==> src/rtl/tfs_pkg.sv <==
package tfs_pkg;
  typedef enum logic [3:0] {
    FLD_IAM, FLD_GAP1, FLD_IDAM, FLD_IDB, FLD_IDCRC, FLD_GAP2,
    FLD_DAM, FLD_DATA, FLD_DCRC, FLD_GAP3, FLD_TAIL
  } fld_t;

  localparam logic [7:0] IAM_DATA = 8'hFC;
  localparam logic [7:0] IAM_CLK  = 8'hD7;
  localparam logic [7:0] IDM_DATA = 8'hFE;
  localparam logic [7:0] DM_DATA  = 8'hFB;
  localparam logic [7:0] MARK_CLK = 8'hC7;
  localparam logic [7:0] GAP_DATA = 8'h00;
  localparam logic [7:0] FULL_CLK = 8'hFF;
endpackage

==> src/rtl/tfs_edge.sv <==
module tfs_edge (
  input  logic clk,
  input  logic rst,
  input  logic sig_in,
  output logic rise
);
  logic sig_q;

  always_ff @(posedge clk) begin
    if (rst) sig_q <= 1'b0;
    else     sig_q <= sig_in;
  end

  assign rise = sig_in & ~sig_q;
endmodule

==> src/rtl/tfs_walker.sv <==
module tfs_walker
  import tfs_pkg::*;
#(
  parameter int SECTORS  = 26,
  parameter int DATA_LEN = 128,
  parameter int GAP1     = 32,
  parameter int GAP2     = 17,
  parameter int GAP3     = 33,
  parameter int CW       = 8,
  parameter int SW       = 5
) (
  input  logic          clk,
  input  logic          rst,
  input  logic          load,
  input  logic          step,
  output fld_t          fld,
  output logic [CW-1:0] pos,
  output logic [SW-1:0] sec
);
  function automatic int fld_len(fld_t f);
    case (f)
      FLD_GAP1:             return GAP1;
      FLD_GAP2:             return GAP2;
      FLD_GAP3:             return GAP3;
      FLD_DATA:             return DATA_LEN;
      FLD_IDB:              return 4;
      FLD_IDCRC, FLD_DCRC:  return 2;
      default:              return 1;
    endcase
  endfunction

  logic last_pos;
  assign last_pos = (pos == CW'(fld_len(fld) - 1));

  always_ff @(posedge clk) begin
    if (rst || load) begin
      fld <= FLD_IAM;
      pos <= '0;
      sec <= '0;
    end else if (step && fld != FLD_TAIL) begin
      if (!last_pos) begin
        pos <= pos + 1'b1;
      end else begin
        pos <= '0;
        case (fld)
          FLD_IAM:   fld <= FLD_GAP1;
          FLD_GAP1:  fld <= FLD_IDAM;
          FLD_IDAM:  fld <= FLD_IDB;
          FLD_IDB:   fld <= FLD_IDCRC;
          FLD_IDCRC: fld <= FLD_GAP2;
          FLD_GAP2:  fld <= FLD_DAM;
          FLD_DAM:   fld <= FLD_DATA;
          FLD_DATA:  fld <= FLD_DCRC;
          FLD_DCRC:  fld <= (sec == SW'(SECTORS - 1)) ? FLD_TAIL : FLD_GAP3;
          FLD_GAP3: begin
            fld <= FLD_IDAM;
            sec <= sec + 1'b1;
          end
          default:   fld <= FLD_TAIL;
        endcase
      end
    end
  end


  sector_range_chk: assert property (@(posedge clk) disable iff (rst)
    sec < SW'(SECTORS));
endmodule

==> src/rtl/tfs_bytegen.sv <==
module tfs_bytegen
  import tfs_pkg::*;
#(
  parameter int CW    = 8,
  parameter int SW    = 5,
  parameter int TRK_W = 7
) (
  input  fld_t             fld,
  input  logic [CW-1:0]    pos,
  input  logic [SW-1:0]    sec,
  input  logic [TRK_W-1:0] trk,
  input  logic [7:0]       fill,
  output logic [7:0]       byte_o,
  output logic [7:0]       clk_o,
  output logic             mark_o,
  output logic             crc_o
);
  always_comb begin
    byte_o = GAP_DATA;
    clk_o  = FULL_CLK;
    mark_o = 1'b0;
    crc_o  = 1'b0;
    case (fld)
      FLD_IAM: begin
        byte_o = IAM_DATA; clk_o = IAM_CLK; mark_o = 1'b1;
      end
      FLD_IDAM: begin
        byte_o = IDM_DATA; clk_o = MARK_CLK; mark_o = 1'b1;
      end
      FLD_DAM: begin
        byte_o = DM_DATA; clk_o = MARK_CLK; mark_o = 1'b1;
      end
      FLD_IDB: begin
        if (pos == CW'(0))      byte_o = 8'(trk);
        else if (pos == CW'(2)) byte_o = 8'(sec) + 8'd1;
      end
      FLD_DATA:            byte_o = fill;
      FLD_IDCRC, FLD_DCRC: crc_o  = 1'b1;
      default: ;
    endcase
  end
endmodule

==> src/rtl/track_fmt_seq.sv <==
module track_fmt_seq
  import tfs_pkg::*;
#(
  parameter int TRK_W     = 7,
  parameter int MAX_TRACK = 76,
  parameter int SECTORS   = 26,
  parameter int DATA_LEN  = 128,
  parameter int GAP1      = 32,
  parameter int GAP2      = 17,
  parameter int GAP3      = 33
) (
  input  logic             clk,
  input  logic             rst,
  input  logic             start,
  input  logic [TRK_W-1:0] track,
  input  logic [7:0]       fill,
  input  logic             index_pulse,
  input  logic             byte_tick,
  output logic [7:0]       out_byte,
  output logic [7:0]       out_clk,
  output logic             out_valid,
  output logic             out_mark,
  output logic             out_crc,
  output logic             done
);
  localparam int MAXL_A = (DATA_LEN > GAP3) ? DATA_LEN : GAP3;
  localparam int MAXL_B = (GAP1 > GAP2) ? GAP1 : GAP2;
  localparam int MAXL   = (MAXL_A > MAXL_B) ? MAXL_A : MAXL_B;
  localparam int CW     = $clog2(MAXL + 1);
  localparam int SW     = $clog2(SECTORS + 1);

  typedef enum logic [1:0] {S_IDLE, S_WAIT, S_RUN, S_DONE} st_t;
  st_t st;

  logic [TRK_W-1:0] trk_q;
  logic [7:0]       fill_q;
  logic             idx_rise, accept, step, in_tail, close;
  fld_t             fld;
  logic [CW-1:0]    pos;
  logic [SW-1:0]    sec;
  logic [7:0]       g_byte, g_clk;
  logic             g_mark, g_crc;

  tfs_edge u_edge (.clk(clk), .rst(rst), .sig_in(index_pulse), .rise(idx_rise));

  assign accept  = start && (st == S_IDLE || st == S_DONE) &&
                   (track <= TRK_W'(MAX_TRACK));
  assign in_tail = (fld == FLD_TAIL);
  assign close   = (st == S_RUN) && in_tail && idx_rise;
  assign step    = (st == S_RUN) && byte_tick && !close;

  tfs_walker #(.SECTORS(SECTORS), .DATA_LEN(DATA_LEN), .GAP1(GAP1),
               .GAP2(GAP2), .GAP3(GAP3), .CW(CW), .SW(SW)) u_walk (
    .clk(clk), .rst(rst), .load(accept), .step(step),
    .fld(fld), .pos(pos), .sec(sec));

  tfs_bytegen #(.CW(CW), .SW(SW), .TRK_W(TRK_W)) u_gen (
    .fld(fld), .pos(pos), .sec(sec), .trk(trk_q), .fill(fill_q),
    .byte_o(g_byte), .clk_o(g_clk), .mark_o(g_mark), .crc_o(g_crc));

  always_ff @(posedge clk) begin
    if (rst) begin
      st <= S_IDLE; trk_q <= '0; fill_q <= '0; done <= 1'b0;
    end else begin
      if (accept) begin
        st <= S_WAIT; trk_q <= track; fill_q <= fill; done <= 1'b0;
      end else if (st == S_WAIT && idx_rise) begin
        st <= S_RUN;
      end else if (close) begin
        st <= S_DONE; done <= 1'b1;
      end
    end
  end

  always_ff @(posedge clk) begin
    if (rst) begin
      out_byte <= '0; out_clk <= '0; out_valid <= 1'b0;
      out_mark <= 1'b0; out_crc <= 1'b0;
    end else begin
      out_valid <= step;
      out_mark  <= step && g_mark;
      out_crc   <= step && g_crc;
      if (step) begin
        out_byte <= g_byte;
        out_clk  <= g_clk;
      end
    end
  end


  mark_has_valid_chk: assert property (@(posedge clk) disable iff (rst)
    out_mark |-> out_valid);

  crc_slot_chk: assert property (@(posedge clk) disable iff (rst)
    out_crc |-> (out_valid && !out_mark));

  done_on_index_chk: assert property (@(posedge clk) disable iff (rst)
    $rose(done) |-> ($past(idx_rise) && $past(in_tail)));

  quiet_when_done_chk: assert property (@(posedge clk) disable iff (rst)
    done |-> !out_valid);

  bad_track_chk: assert property (@(posedge clk) disable iff (rst)
    (st == S_IDLE && start && track > TRK_W'(MAX_TRACK)) |=> st == S_IDLE);
endmodule

==> config.mk <==
export PLATFORM = sky130hd
export DESIGN_NAME = track_fmt_seq
export DESIGN_NICKNAME = d
export VERILOG_FILES = /design/src/rtl/tfs_pkg.sv /design/src/rtl/tfs_edge.sv /design/src/rtl/tfs_walker.sv /design/src/rtl/tfs_bytegen.sv /design/src/rtl/track_fmt_seq.sv
export SDC_FILE = /design/constraint.sdc
export NUM_CORES = 1
export LEC_CHECK = 0
export ABC_CLOCK_PERIOD_IN_PS = 4000
export CAP_MARGIN = 20
export CORE_UTILIZATION = 51
export CTS_CLUSTER_SIZE = 16
export DETAILED_ROUTE_END_ITERATION = 8
export DONT_BUFFER_PORTS = 1
export PLACE_DENSITY_LB_ADDON = 0.2
export SLEW_MARGIN = 40
export SYNTH_ARGS = -nofsm -noshare
export SYNTH_HDL_FRONTEND = slang
export SYNTH_HIERARCHICAL = 1
export SYNTH_SLANG_ARGS = --single-unit
==> constraint.sdc <==
create_clock -name clk -period 4 [get_ports clk]
set_input_delay 0 -clock clk [delete_from_list [all_inputs] [get_ports clk]]
set_output_delay 0 -clock clk [all_outputs]
set_load 0.02 [all_outputs]
Word level (Yosys, flattened, before mapping)
Cells that the tools add are included.

Output and inout port bits: 20. Bits of input ports: 20. Word-level logic and storage cells: 78. Bits in registers: 55.

Add/subtract/negate cells: 4. Bitwise operators: 3. Order comparisons: 1. Reductions and logical operators: 26. Eq/ne operators: 17. Mux-type cells: 13.

Operators by type and width (count): case mux 8 bit (6 select lines) (1); case mux 8 bit (5 select lines) (1); case mux 4 bit (9 select lines) (1); 2-to-1 mux 8 bit (3); == test 4 x 3 -> 1 bit (second input constant) (4); == test 4 bit (second input constant) (3); case mux 6 bit (2 select lines) (1); logical AND 1 bit (10); adder 8 x 1 -> 8 bit (second input constant) (1); == test 4 x 2 -> 1 bit (second input constant) (2); == test 8 x 2 -> 1 bit (second input constant) (1); == test 8 bit (1); zero test 8 bit (1); OR reduction 2 bit (4); subtractor 8 x 1 -> 8 bit (second input constant) (1); less-or-equal comparator 7 bit (second input constant) (1); adder 5 x 1 -> 6 bit (second input constant) (1); 2-to-1 mux 2 bit (3); adder 5 x 1 -> 5 bit (second input constant) (1); == test 5 bit (second input constant) (1); == test 2 bit (second input constant) (2); == test 4 x 1 -> 1 bit (second input constant) (1); zero test 4 bit (1); inequality test 4 bit (second input constant) (1); 12 further kinds (17).

Depth between registers and ports, before layout
Gate-level depths: netlist of the first run.

Depth after elaboration: 7. Gate-level depth with buffers: 14.

Cells and area by module
Netlist of the first run, hierarchy kept.

By module, submodules not included: track_fmt_seq (cells each 162, area each 1669.1 µm², instances 1); tfs_walker (cells each 164, area each 1308.8 µm², instances 1); tfs_bytegen (cells each 56, area each 445.4 µm², instances 1); tfs_edge (cells each 3, area each 47.5 µm², instances 1).

Least setup slack after synthesis of the first run
No wires, ideal clock.

Path type: register to register. Start point: reg u_walk.fld[3]. End point: reg u_walk.sec[2]. Setup time: 0.070 ns. Path slack: 0.598 ns. Arrival time: 3.331 ns. Stages on the path, launching flop included: 13. Clock period less this slack: 3.402 ns. Path buffers: 2. Path through: dfxtp_1 > clkbuf_2 > clkbuf_1 > nor2b_1 > o21ai_0 > ha_1 > ha_1 > xnor2_1 > a2111oi_4 > nand4_2 > a211o_1 > or4_1 > a21oi_1.

Word-level cells in the longest chain between the ends: 7. Elaborated cells on any way between the ends: 19.

RTL lines: start: declaration (RTL line tfs_walker.sv:16) `output fld_t fld,`; start signal: assignment (RTL line tfs_walker.sv:54) `FLD_DCRC: fld <= (sec == SW'(SECTORS - 1)) ? FLD_TAIL : FLD_GAP3;`; branches (longest 6 deep; another with subtractor 8 x 1 -> 8 bit); AND reduction 3 bit (no source line) *; end signal: assignment (RTL line tfs_walker.sv:57) `sec <= sec + 1'b1;`; end: declaration (RTL line tfs_walker.sv:18) `output logic [SW-1:0] sec`.

Mark *: on every way between the ends. A chain may end at the register's enable or synchronous reset.

Final worst setup path of the first run
Start point: reg u_walk.fld[1]. End point: reg u_walk.sec[3].

The elaborated chain is that of the path after synthesis.

==> results.yml, run 1 <==
routing:
  post_drt_wl_per_cell_um: 15.7
  drtIter0Drc: 138
  remaining_drc_errors: 0
  routed_via_density: 5.71
  via_count: 2648
  drt_pass1_iterations: 4
  drt-total-wl_mm: 7.29
  drtAntennaViolNets: 0
clock_network:
  clock-root-buffer: "clkbuf_8"
  clk_pin_slew_ns: 0.10
  h-tree-depth: 2
  cts_tree: "built"
  clock_latency_ns: 0.31
  postCtsResizedCells: 0
  clock_sinks: 55
  ctsLongestPathBuffers: 2
  cts_buffers: 5
  post_cts_buffers: 0
timing:
  fmax_mhz: 286
  fin_worst_skew_ns: 0.0114
  max_slew.worst_pin.slew_ns: 0.619
  hold_violations: 0
  maxSlewHeadroom_pct: 58.7
  rsz0062_at_grt: "false"
  setup_tns_ns: 0
  final_min_period_over_clock_period_pct: 87.4
  slew_viol_final: 0
  setup_viol: 0
  fin_crit_ns: 3.50
critical_path:
  end_kind: "flip-flop"
  crit_chain: "nor2b_1 > xnor2_1 > o22ai_1 > ha_1 > ha_1 > xnor2_1 > a2111oi_4 > nand4_2 > a211o_1 > or4_1 > a21oi_1"
  crit_path_top_delay_cell: "dfxtp_1"
  cp_num_buf_inv: 0
  cp.arrival_ns: 3.73
  crit_path_max_fanout: 16
  crit_type: "reg -> reg"
  cp_top_family: "compound AO/OA/AOI/OAI gates"
  slowest_delay_ns: 0.62
  start_kind: "flip-flop"
  cp.required_ns: 4.23
logic_synthesis:
  async_flop_share_pct: 0
  ys_ff_latch: 55
  synth_cell_types: 70
  ys_seq_area_share_pct: 31.7
  synth_area_per_cell_um2: 9.02
  synth_warnings: 6
  synthCells: 385
  yosys_most_used_dff: "dfxtp_1"
  syn_area_um2: 3470
  synth_edf_count: 0
global_routing:
  use_met2_pct: 35.1
  top_usage_layer: "met2"
  grt_util_met1_pct: 28.1
  grt_use_met3_pct: 3.34
  track_usage_pct: 21.0
  grt_max_degree: 71
  first_global_vias: 2594
  antenna_found_initial: 0
  gr-total-overflow: 0
  grt_pass1_wl_mm: 12.2
cells_and_area:
  drive_gt1_share_pct: 10.3
  finalNonFillerCells: 464
  fin_nets: 415
  multiInputGateArea_um2: 2170
  antenna_cells: 0
  finish.utilization_pct: 57.6
  areaGrowthSynthToFinish_pct: 7.14
  fillers: 567
  ff_latch_area_um2: 1100
flow_run:
  drv_cap: 0
die:
  num_rows: 29
  coreArea_um2: 6460
  io_pins: 40
  die-area_um2: 7140
  die_x_um: 84.5
  die_y_um: 84.5
  start_util_pct: 53.7
hold_path:
  worstHoldPathType: "in -> reg"
power_and_ir_drop:
  cellLeakagePower_nw: 1.28
  p_per_area_nw_per_um2: 272
  power_mw: 1.01
  ir_drop_v: 0.000193
status:
  status: "completed"
placed_design:
  port_buffers: 0
  gp_congestion: 0.894
  dp_cells: 440
  post-dp-hpwl_mm: 4.97
[flip-flops by register name, indices dropped and copies added (netlist names), 2 cells and up]
register    count
u_walk/sec      5
st              2
trk_q           7
u_walk/fld      4
out_clk         8
fill_q          8
out_byte        8
u_walk/pos      8
[cell usage in the layout, fill, tap and decap left out, types with 6 or more instances in the layout]
cell / Yosys / final
nand3_1: 13 / 13
a21oi_1: 12 / 12
mux2i_1: 33 / 33
nor2b_1: 8 / 8
inv_1: 8 / 8
ha_1: 8 / 8
a21boi_0: 6 / 6
nand2_1: 23 / 23
dfxtp_1: 55 / 55
clkbuf_8: 0 / 6
nor3_1: 7 / 7
nand2b_1: 61 / 61
nor2_1: 14 / 14
dlygate4sd3_1: 0 / 16
buf_4: 10 / 7
o21ai_1: 7 / 7
xnor2_1: 6 / 6
[cell usage after synthesis, types with 4 or more instances]
| master | count | area (µm²) |
|---|---|---|
| buf_4 | 10 | 75.1 |
| nand2b_1 | 61 | 382 |
| nand3_1 | 13 | 65.1 |
| xor2_1 | 4 | 35.0 |
| nor2b_1 | 8 | 50.1 |
| o22ai_1 | 4 | 25.0 |
| mux2i_1 | 33 | 330 |
| a31oi_1 | 5 | 31.3 |
| nand2_1 | 23 | 86.3 |
| clkbuf_1 | 13 | 48.8 |
| ha_1 | 8 | 100 |
| buf_2 | 5 | 25.0 |
| xnor2_1 | 6 | 52.6 |
| nor3_1 | 7 | 35.0 |
| and3b_1 | 4 | 35.0 |
| inv_1 | 8 | 30.0 |
| o21ai_0 | 4 | 20.0 |
| a21boi_0 | 6 | 45.0 |
| dfxtp_1 | 55 | 1100 |
| nor2_1 | 14 | 52.6 |
| o21ai_1 | 7 | 35.0 |
| a21oi_1 | 12 | 60.1 |
[kinds of logic (layout without fill, tap and decap cells)]
kind of cell / Yosys count / in the layout / share of synthesized area, %
AOI/OAI and AO/OA: 66 / 66 / 15.5
xor gates and xnor gates: 10 / 10 / 2.52
adders and majority gates: 8 / 8 / 2.88
buffers and inverters: 41 / 39 / 6.70
DFF: 55 / 55 / 31.7
muxes: 34 / 34 / 9.84
other: 1 / 5 / 0.108
and+or+nand+nor: 170 / 170 / 30.7
[area by class of cell]
type / count / share of cell area, %
clock inverters: 1 / 0.236
multi-input cells: 293 / 58.3
inverters: 8 / 0.808
well taps: 77 / 2.59
repair buffers: 24 / 6.26
clock buffers: 6 / 2.22
flip-flops and latches: 55 / 29.6
[report_power, final]
part           internal, mW  leakage, nW  switching (mW)
Clock                 0.140       0.0477           0.185
Combinational        0.0549        0.786          0.0555
Sequential            0.563        0.446          0.0129
Total                 0.758         1.28           0.254
[path summary, 6_finish.rpt]
check                              startpoint       endpoint  slack, ns  cells after the start
worst max-delay path            u_walk/fld[1]  u_walk/sec[3]       0.50                     11
worst min-delay path                      rst           done      0.004                      2
worst max register to register  u_walk/fld[1]  u_walk/sec[3]       0.50                     11
worst min register to register      fill_q[6]      fill_q[6]       0.48                      2
[through the flow]
stage / setup slack (ns) / area [µm²] / hold slack (ns)
2_1_floorplan: 0.598 / 3490 / 0.0643
3_3_place_gp: 0.680 / 3450 / 0.0682
3_5_place_dp: 0.566 / 3450 / 0.0692
4_1_cts: 0.517 / 3720 / 0.00622
5_1_grt: 0.280 / 3720 / 0.0151
6_report: 0.503 / 3720 / 0.00431
[timing repair]
item	CTS	global route
endpoints found under the hold margin	41	0
hold buffers	17	0
endpoints found under the setup margin	0	0
[routing by layer]
layer	part of all wire, %	vias up	wire [µm]
met3	3.3	7	238
met5	0	-	0
met4	1.2	0	87
li1	-	1353	-
met2	46	46	3370
met1	49	1242	3600
(Power assumes the default switching activity.)
==> run 2, diff against run 1 <==
--- a/config.mk
+++ b/config.mk
@@ -7,6 +7,7 @@
 export LEC_CHECK = 0
 export ABC_CLOCK_PERIOD_IN_PS = 4000
 export CAP_MARGIN = 20
+export CORE_ASPECT_RATIO = 0.5
 export CORE_UTILIZATION = 51
 export CTS_CLUSTER_SIZE = 16
 export DETAILED_ROUTE_END_ITERATION = 8
==> run 2 against run 1 <==
Net effect:
- via count up 2.5%
- highest routed layer unchanged
- sequential share of layout area decreased by 0.77 points
- routed wire length up 0.37%
==> results.yml, run 2 (same netlist as run 1, synthesis figures left out) <==
timing:
  max_slew.worst_pin.slew_ns: 0.638
  final_min_period_over_clock_period_pct: 86.1
  setup_ws_ns: 0.557
  setup_viol: 0
  hold_violations: 0
  fmax_mhz: 290
  fin_worst_skew_ns: 0.00398
  slew_viol_final: 0
  maxSlewHeadroom_pct: 57.4
  rsz0062_at_grt: "false"
  setup_tns_ns: 0
  fin_crit_ns: 3.44
power_and_ir_drop:
  combPwrFrac_pct: 9.1
  p_per_area_nw_per_um2: 315
  power_mw: 1.20
  ir_drop_v: 0.000172
  swShare_pct: 22.4
  cellLeakagePower_nw: 1.32
  p_int_uw: 933
  clkPwrFrac_pct: 43.0
  power.switching_uw: 269
  seq_power_share_pct: 47.9
global_routing:
  track_usage_pct: 21.4
  grt_pass1_wl_mm: 12.1
  gr-total-overflow: 0
  first_global_vias: 2574
  antenna_found_initial: 0
  grt_max_degree: 71
placed_design:
  placed_cell_area_um2: 3460
  post-dp-hpwl_mm: 5.05
  port_buffers: 0
  dpl_worst_slack_ns: 0.585
  gp_congestion: 0.889
cells_and_area:
  fin_nets: 416
  fillers: 565
  areaGrowthSynthToFinish_pct: 9.99
  stdcell_area_um2: 3820
  antenna_cells: 0
  layout_common_cells: "nand2b_1 (61), dfxtp_1 (55), mux2i_1 (33)"
  multiInputGateArea_um2: 2160
  ff_latch_area_um2: 1100
  drive_gt1_share_pct: 10.8
  layout_commonest_cell: "nand2b_1"
critical_path:
  slowest_delay_ns: 0.57
  end_kind: "flip-flop"
  cp_top_family: "compound AO/OA/AOI/OAI gates"
  crit_path_max_fanout: 16
  cp.required_ns: 4.22
  crit_type: "reg -> reg"
  cp.arrival_ns: 3.66
  cp_num_buf_inv: 0
  crit_chain: "nor2b_1 > xnor2_1 > o22ai_1 > ha_1 > ha_1 > xnor2_1 > a2111oi_4 > nand4_2 > a211o_1 > or4_1 > a21oi_1"
  crit_path_top_delay_cell: "or4_1"
  start_kind: "flip-flop"
clock_network:
  clock-root-buffer: "clkbuf_16"
  clk_pin_slew_ns: 0.07
  post_cts_buffers: 0
  cts_buffers: 5
  h-tree-depth: 2
  postCtsResizedCells: 0
  cts_tree: "built"
  ctsLongestPathBuffers: 2
  clock_latency_ns: 0.29
  clock_sinks: 55
die:
  die_x_um: 119
  num_rows: 20
  io_pins: 40
  die-area_um2: 7160
  start_util_pct: 55.0
  coreArea_um2: 6310
  die_y_um: 60.3
routing:
  remaining_drc_errors: 0
  routed_via_density: 5.69
  drt_pass1_iterations: 4
  drtAntennaViolNets: 0
  drtIter0Drc: 139
  via_count: 2714
  post_drt_wl_per_cell_um: 15.3
  drt-total-wl_mm: 7.32
hold_path:
  worstHoldPathType: "in -> reg"
status:
  status: "completed"
flow_run:
  drv_cap: 0
run 2: changes by cell type in the layout (fill, tap and decap cells not counted), sizes merged:
cell / previous run / this run
bufinv: 0 / 1
buf: 8 / 9
run 2: cell type report:
| class | instances | share of cell area, % |
|---|---|---|
| flip-flops and latches | 55 | 28.8 |
| clock buffers | 6 | 3.64 |
| inverters | 8 | 0.787 |
| repair buffers | 25 | 6.29 |
| well taps | 88 | 2.88 |
| multi-input cells | 293 | 56.5 |
| clock inverters | 2 | 1.02 |
run 2: routing by layer:
metal | track usage [%] | up-vias | share of wire [%] | wire, µm
met2 | 38.8 | 54 | 48 | 3490
met3 | 5.08 | 6 | 4.4 | 320
met4 | 5.42 | 0 | 0.52 | 38
li1 | - | 1354 | - | -
met1 | 26.4 | 1300 | 47 | 3470
met5 | 0 | - | 0 | 0
run 2: stage by stage:
stage	hold WS (ns)	std cells	utilization (%)
final	0.0338	477	60.5
after floorplan	0.0643	389	-
after global routing	0.0438	477	60.5
after global placement	0.0676	452	54.9
after CTS	0.0272	477	60.5
after detailed placement	0.0686	452	54.9
run 2: worst paths after layout:
kind         cells past startpoint          start  slack (ns)            end
min                              3       track[5]        0.03       trk_q[6]
max                             11  u_walk/fld[2]        0.56  u_walk/sec[3]
max reg2reg                     11  u_walk/fld[2]        0.56  u_walk/sec[3]
min reg2reg                      2       trk_q[5]        0.47       trk_q[5]
run 2: power groups by stage:
stage               combinational [mW]  clock, mW  sequential (mW)
floorplan                       0.0885          0            0.585
global placement                0.0853          0            0.588
detailed placement              0.0871          0            0.588
CTS                              0.109      0.529            0.575
global route                     0.120      0.550            0.577
finish                           0.110      0.517            0.575
run 2: worst reg2reg max path, cell delays in order, from the launching register on:
cell and delay [ns]:
dfxtp_1 0.53, nor2b_1 0.21, xnor2_1 0.13, o22ai_1 0.09, ha_1 0.22, ha_1 0.29, xnor2_1 0.17, a2111oi_4 0.35
nand4_2 0.21, a211o_1 0.45, or4_1 0.57, a21oi_1 0.16
run 2: timing repair:
action / in CTS / in global routing
endpoints found under the hold margin: 41 / 0
hold buffers: 17 / 0
endpoints found under the setup margin: 0 / 0
